==> src/rtl/arb_pkg.sv <==
package arb_pkg;

  typedef enum logic {
    OWN_P1 = 1'b0,
    OWN_P2 = 1'b1
  } owner_e;

  // synchronous rise: high now, low one clock ago
  function automatic logic rise_of(input logic now_v, input logic prev_v);
    return now_v & ~prev_v;
  endfunction

  // owner for the next cycle
  function automatic owner_e next_owner(input owner_e cur, input logic p1_en,
                                        input logic p1_rise, input logic p2_en);
    owner_e nxt;
    nxt = cur;
    case (cur)
      OWN_P1: if (p2_en && (!p1_en || p1_rise)) nxt = OWN_P2;
      OWN_P2: if (!p2_en) nxt = OWN_P1;
      default: nxt = OWN_P1;
    endcase
    return nxt;
  endfunction

endpackage

==> src/rtl/arb_p1_edge.sv <==
module arb_p1_edge
  import arb_pkg::*;
(
  input  logic clk,
  input  logic rst,
  input  logic en_i,
  output logic prev_o,
  output logic rise_o
);

  logic en_q;

  always_ff @(posedge clk) begin
    if (rst) en_q <= 1'b0;
    else     en_q <= en_i;
  end

  assign prev_o = en_q;
  assign rise_o = rise_of(en_i, en_q);

  // the stored copy is cleared by reset
  assert_edge_clear_R1: assert property (@(posedge clk) rst |=> !prev_o);

  // the copy follows the enable one cycle late
  assert_edge_track_R3: assert property (@(posedge clk) disable iff (rst)
    1'b1 |=> prev_o == $past(en_i));

endmodule

==> src/rtl/arb_owner_fsm.sv <==
module arb_owner_fsm
  import arb_pkg::*;
(
  input  logic clk,
  input  logic rst,
  input  logic p1_en,
  input  logic p1_prev,
  input  logic p1_rise,
  input  logic p2_en,
  output logic sel_o,
  output logic grant1_o,
  output logic grant2_o
);

  owner_e owner_q;
  owner_e owner_d;

  always_comb owner_d = next_owner(owner_q, p1_en, p1_rise, p2_en);

  always_ff @(posedge clk) begin
    if (rst) owner_q <= OWN_P1;
    else     owner_q <= owner_d;
  end

  assign sel_o    = (owner_q == OWN_P2);
  assign grant1_o = (owner_q == OWN_P1) & p1_en;
  assign grant2_o = (owner_q == OWN_P2);

  assert_reset_owner_R1: assert property (@(posedge clk) rst |=> !sel_o);

  assert_tie_to_p2_R3: assert property (@(posedge clk) disable iff (rst)
    (!sel_o && p2_en && p1_en && !p1_prev) |=> sel_o);

  assert_hold_p1_R4: assert property (@(posedge clk) disable iff (rst)
    (!sel_o && p1_en && p1_prev) |=> !sel_o);

  assert_idle_p1_R5: assert property (@(posedge clk) disable iff (rst)
    (!sel_o && !p1_en && p2_en) |=> sel_o);

  assert_no_preempt_R6: assert property (@(posedge clk) disable iff (rst)
    (sel_o && p2_en) |=> sel_o);

  assert_release_R7: assert property (@(posedge clk) disable iff (rst)
    (sel_o && !p2_en) |=> !sel_o);

  assert_grant_excl_R8: assert property (@(posedge clk) disable iff (rst)
    !(grant1_o && grant2_o));

  assert_stay_idle_R9: assert property (@(posedge clk) disable iff (rst)
    (!sel_o && !p2_en) |=> !sel_o);

endmodule

==> src/rtl/arb_bus_route.sv <==
module arb_bus_route #(
  parameter int ADDR_W = 12,
  parameter int DATA_W = 16
) (
  input  logic              sel_i,
  input  logic              a_en,
  input  logic [ADDR_W-1:0] a_addr,
  input  logic [DATA_W-1:0] a_wdata,
  input  logic              a_we,
  input  logic              b_en,
  input  logic [ADDR_W-1:0] b_addr,
  input  logic [DATA_W-1:0] b_wdata,
  input  logic              b_we,
  output logic              m_en,
  output logic [ADDR_W-1:0] m_addr,
  output logic [DATA_W-1:0] m_wdata,
  output logic              m_we
);

  localparam int BUS_W = ADDR_W + DATA_W + 2;

  logic [BUS_W-1:0] bus_a, bus_b, bus_m;

  assign bus_a = {a_en, a_we, a_addr, a_wdata};
  assign bus_b = {b_en, b_we, b_addr, b_wdata};
  assign bus_m = sel_i ? bus_b : bus_a;

  assign {m_en, m_we, m_addr, m_wdata} = bus_m;

endmodule

==> src/rtl/mem_share_arb.sv <==
module mem_share_arb #(
  parameter int ADDR_W = 12,
  parameter int DATA_W = 16
) (
  input  logic              clk,
  input  logic              rst,
  input  logic              p1_en,
  input  logic [ADDR_W-1:0] p1_addr,
  input  logic [DATA_W-1:0] p1_wdata,
  input  logic              p1_we,
  input  logic              p2_en,
  input  logic [ADDR_W-1:0] p2_addr,
  input  logic [DATA_W-1:0] p2_wdata,
  input  logic              p2_we,
  output logic              sel,
  output logic              grant1,
  output logic              grant2,
  output logic              mem_en,
  output logic [ADDR_W-1:0] mem_addr,
  output logic [DATA_W-1:0] mem_wdata,
  output logic              mem_we
);

  logic p1_prev_w;
  logic p1_rise_w;

  arb_p1_edge u_edge (
    .clk    (clk),
    .rst    (rst),
    .en_i   (p1_en),
    .prev_o (p1_prev_w),
    .rise_o (p1_rise_w)
  );

  arb_owner_fsm u_fsm (
    .clk      (clk),
    .rst      (rst),
    .p1_en    (p1_en),
    .p1_prev  (p1_prev_w),
    .p1_rise  (p1_rise_w),
    .p2_en    (p2_en),
    .sel_o    (sel),
    .grant1_o (grant1),
    .grant2_o (grant2)
  );

  arb_bus_route #(.ADDR_W(ADDR_W), .DATA_W(DATA_W)) u_route (
    .sel_i   (sel),
    .a_en    (p1_en),
    .a_addr  (p1_addr),
    .a_wdata (p1_wdata),
    .a_we    (p1_we),
    .b_en    (p2_en),
    .b_addr  (p2_addr),
    .b_wdata (p2_wdata),
    .b_we    (p2_we),
    .m_en    (mem_en),
    .m_addr  (mem_addr),
    .m_wdata (mem_wdata),
    .m_we    (mem_we)
  );

  assert_route_p2_R2: assert property (@(posedge clk) disable iff (rst)
    sel |-> (mem_addr == p2_addr && mem_wdata == p2_wdata && mem_en == p2_en));

  assert_route_p1_R2: assert property (@(posedge clk) disable iff (rst)
    !sel |-> (mem_addr == p1_addr && mem_wdata == p1_wdata && mem_we == p1_we));

endmodule

==> config.mk <==
export PLATFORM = sky130hd
export DESIGN_NAME = mem_share_arb
export DESIGN_NICKNAME = d
export VERILOG_FILES = /design/src/rtl/arb_pkg.sv /design/src/rtl/arb_p1_edge.sv /design/src/rtl/arb_owner_fsm.sv /design/src/rtl/arb_bus_route.sv /design/src/rtl/mem_share_arb.sv
export SDC_FILE = /design/constraint.sdc
export NUM_CORES = 1
export LEC_CHECK = 0
export ABC_AREA = 1
export BUFFER_PORTS_ARGS = -buffer_cell sky130_fd_sc_hd__buf_2
export CORE_MARGIN = 3
export CORE_UTILIZATION = 25
export CTS_CLUSTER_SIZE = 30
export DETAILED_ROUTE_END_ITERATION = 6
export PLACE_DENSITY = 0.8
export SLEW_MARGIN = 20
export SYNTH_ARGS = -nofsm -noshare
export SYNTH_HDL_FRONTEND = slang
export SYNTH_SLANG_ARGS = --single-unit
==> constraint.sdc <==
create_clock -name clk -period 1.2 [get_ports clk]
set_clock_uncertainty 0.1 [all_clocks]
set_input_delay 0.06 -clock clk [delete_from_list [all_inputs] [get_ports clk]]
set_output_delay 0.06 -clock clk [all_outputs]
set_load 0.05 [all_outputs]
## After elaboration in Yosys (flattened, before gate mapping)

Index checks and enable logic that the tools add are counted.

- Reductions and logical operators: 3
- Bitwise operators: 4
- Multiplexer cells: 4

Operators by type and width:

| cell | number |
|---|---|
| 30-bit 2-to-1 mux | 1 |
| 1-bit AND | 2 |
| 1-bit 2-to-1 mux | 2 |
| 1-bit NOT | 2 |
| 1-bit one-hot mux with 2 select lines | 1 |
| 1-bit logical AND | 1 |
| 1-bit zero test | 1 |
| 1-bit logical OR | 1 |

- Register bits: 2
- Output and inout port bits: 33
- Logic and storage cells: 13
- Input bits: 62

## Logic depth before layout (Yosys ltp)

- Depth in word-level cells: 6
- Depth in mapped cells: 6
- Mapped depth without buffers: 4

## By module

A second synthesis with hierarchy kept.

- Cells, all modules: 112
- Area total of the unflattened synthesis: 467.9 µm²

Modules (own cells, without submodules):

| module | cells each | area each (µm²) | seq. area each (µm²) | times used |
|---|---|---|---|---|
| arb_bus_route | 97 | 371.6 | 0.0 | 1 |
| arb_owner_fsm | 11 | 65.1 | 20.0 | 1 |
| arb_p1_edge | 4 | 31.3 | 20.0 | 1 |

## Least setup slack after synthesis

Ideal clock, no wire load.

- Kind: reg-to-output
- Start: reg u_fsm.owner_q (netlist: u_fsm.grant2_o)
- End: out mem_en
- Path slack: -756 ps
- Buffers on the path: 1
- Stages on the path, launching flop included: 3
- Required time: 1040 ps
- Data arrival time: 1796 ps
- Cells stage by stage: dfxtp_1 buf_6 o21ai_0

- Longest elaborated chain between the ends: 1

Ends and longest elaborated chain:

| what | RTL line | source |
|---|---|---|
| start, declared | arb_owner_fsm.sv:15 | `owner_e owner_q;` |
| start signal, assigned | arb_owner_fsm.sv:22 | `else owner_q <= owner_d;` |
| 30-bit 2-to-1 mux | arb_bus_route.sv:26 | `assign bus_m = sel_i ? bus_b : bus_a;` |
| end, declared | mem_share_arb.sv:18 | `output logic mem_en,` |

No other way between the ends.

## Worst setup path in the final report

- Start: reg u_fsm.owner_q (netlist: u_fsm.grant2_o)
- End: out mem_wdata[10]

- Longest elaborated chain between the ends: 1

Ends and longest elaborated chain:

| what | RTL line | source |
|---|---|---|
| 30-bit 2-to-1 mux | arb_bus_route.sv:26 |  |
| end, declared | mem_share_arb.sv:20 | `output logic [DATA_W-1:0] mem_wdata,` |

No other way between the ends.

==> out/qor.csv <==
metric,value,unit
largest net degree at the start of global routing,31,
Diodes inserted,0,
placed instance count,221,
# Post-CTS Setup Buffers,0,
Synth top area share,67.8,%
clk slew on worst S/H paths,0.04,ns
worst r2r src,u_fsm.grant2_o,
Critical Path Max Stage Delay,0.40,ns
die width,50.4,um
Layout Nets,265,
Skew-Pair Late Insertion Delay,0.23,ns
final setup fails,30,
CTS tree,done,
worst min path class,in -> reg,
FF+latch area,43.8,um^2
arrival time worst endpoint,1.12,ns
fmax,780,MHz
area growth from synthesis to layout,179,%
final setup margin,-0.0822,ns
cell area after layout,1380,um^2
crit share post-route,107,%
Cell Rows,15,
final hold viol count,0,
Total GRT Usage,19.8,%
CTS sink count,2,
Max Slew Vio Count,0,
hpwl dp,1640,um
area of the multi-input gates,447,um^2
number of global-route vias before repair,991,
r2r setup slk,0.31,ns
"Core Util, Final",76.3,%
"Seq/Total Area, Yosys",8.12,%
Startpoint Class,flop,
worst path required time,1.04,ns
"Buf+Inv Stages, Crit Path",2,
unrepaired setup endpoints after global routing,true,
post-synthesis area per instance,4.56,um^2
Via density,4.30,
Slew HR,88.3,%
Worst R2R Path Depth,4,
GP Congestion,0.694,
placed cell areas,1020,um^2
Ys Warns,0,
DRT Pass-1 Iters,4,
Crit path max-delay family,flip-flops,
overall power,1.14,mW
CTS Buffer Depth,2,
Max H-tree Level,1,
worst IR drop on VDD,0.562,mV
layout cells sized above 1,66.3,%
cell type with the highest aggregate area in the netlist,nand2_1,
Starting Density,27.4,%
Mapped Area,493,um^2
Top Ports,95,
minimum clock period after layout,1.28,ns
worst setup path endpoint,mem_wdata[10],
Synth Register Bits,2,
synthesized net count,170,
failing checks,negative setup slack,
critical path launch point,u_fsm.grant2_o,
Iter 0 DRT Violations,11,
Sw Ratio,51.4,%
DR vias,977,
Port Buffer Count,94,
crit-path max FO,20,
crit path max-delay cell type,dfxtp_4,
Total Routed Length,2470,um
"non-filler cells, final",227,
LEAKAGE,0.812,nW
crit-path cells,buf_12 -> nand2_1 -> nand2_2 -> buf_8,
antenna violations before repair,0,
"worst slack, placed",0.0437,ns
largest cells by area after synthesis,"nand2_1 (68%), buf_6 (9.1%), dfxtp_1 (8.1%)",
CTS Buf Count,3,
first-pass GRT wire length,3900,um
clk root buf,clkbuf_4,
count of different cell masters after synthesis,9,
fillers,128,
Flop pwr share,6.7,%
Mapped Cells,108,
combinational share of power,78.2,%
Sw Pwr,584,uW
CP Capture Type,output pin,
detailed-route wire length per cell,10.9,um
Power Internal,552,uW
die height,50.4,um
core area,1800,um^2
instance count on the critical path,4,
# DRC,0,
max cap viols,0,
Post-DRT Antenna Nets,0,
Clk pwr share,15.1,%
Setup CP Type,reg -> out,
total global routing overflow,0,
r2r endpoint,u_fsm.grant2_o,
worst slew pin tran,0.175,ns
outcome,"complete, but fails checks",
Die ar.,2540,um^2
power per cell area,826,nW/um^2
-- how the worst min path moves through the flow --
stage | start | to | cells after the start
6_report | p2_en | u_fsm.grant2_o | 5
5_1_grt | p1_en | u_edge.prev_o | 3
4_1_cts | p2_en | u_fsm.grant2_o | 5
3_5_place_dp | rst | u_edge.prev_o | 2
3_3_place_gp | rst | u_edge.prev_o | 2
2_1_floorplan | rst | u_edge.prev_o | 1
-- cell usage after synthesis --
cell / count
nand2_1: 89
buf_4: 4
buf_6: 4
inv_1: 3
nor2_1: 3
dfxtp_1: 2
inv_4: 1
nand3_2: 1
o21ai_0: 1
-- cell families (layout without fill, tap and decap cells) --
logic type | after synthesis | in the layout | share of synthesized area [%]
and+or+nand+nor | 93 | 93 | 72.1
DFF | 2 | 2 | 8.12
AOI/OAI and AO/OA | 1 | 1 | 1.01
buffers and inverters | 12 | 106 | 18.8
-- sequential cells by signal, indices dropped and copies added (netlist names) --
name	count
u_edge.prev_o	1
u_fsm.grant2_o	1
-- stage by stage --
step	hold slack [ns]	setup TNS, ns
floorplan	0.0324	0
global placement	0.135	0
detailed placement	0.143	0
CTS	0.0157	-1.55
global route	0.0649	-2.68
finish	0.0228	-1.07
-- cell usage in the layout, fill, tap and decap left out --
| cell type | count |
|---|---|
| buf_2 | 61 |
| nand2_1 | 59 |
| nand2_2 | 30 |
| buf_8 | 20 |
| buf_6 | 11 |
| inv_1 | 3 |
| clkbuf_4 | 3 |
| nor2_1 | 2 |
| dlygate4sd3_1 | 2 |
| buf_4 | 2 |
| buf_12 | 2 |
| inv_8 | 1 |
| nor2_4 | 1 |
| o21ai_2 | 1 |
| nand3_2 | 1 |
| clkbuf_1 | 1 |
| dfxtp_1 | 1 |
| dfxtp_4 | 1 |
-- worst min-delay path, stage by stage --
cell     delay [ns]
buf_2          0.11
inv_1          0.04
nor2_1         0.03
nand2_1        0.05
inv_1          0.03
-- power groups by stage --
stage / Combinational [mW] / Sequential (mW) / Clock, mW
2_1_floorplan: 0.498 / 0.0800 / 0
6_report: 0.888 / 0.0765 / 0.171
4_1_cts: 0.850 / 0.0758 / 0.177
3_3_place_gp: 0.675 / 0.0737 / 0
3_5_place_dp: 0.677 / 0.0740 / 0
5_1_grt: 0.935 / 0.0772 / 0.184
-- layout make-up --
type                       count  area share [%]
tap                           25            2.27
timing repair buffer          98            58.5
inverter                       4            1.64
multi-input combinational     94            32.5
sequential                     2            3.18
clock buffer                   4            1.91
-- what timing repair did --
item / CTS / global route
hold buffers: 2 / 0
endpoints found under the hold margin: 2 / 0
gates resized for setup: 79 / 16
endpoints found under the setup margin: 33 / 33
-- per-layer routing --
layer	GRT usage (%)	part of all wire [%]	wire, um
met1	16.2	32	789
met2	37.4	51	1270
met3	11.9	16	400
met4	8.07	0.36	9
met5	0	0	0
Power figures use the tool's default switching activity.
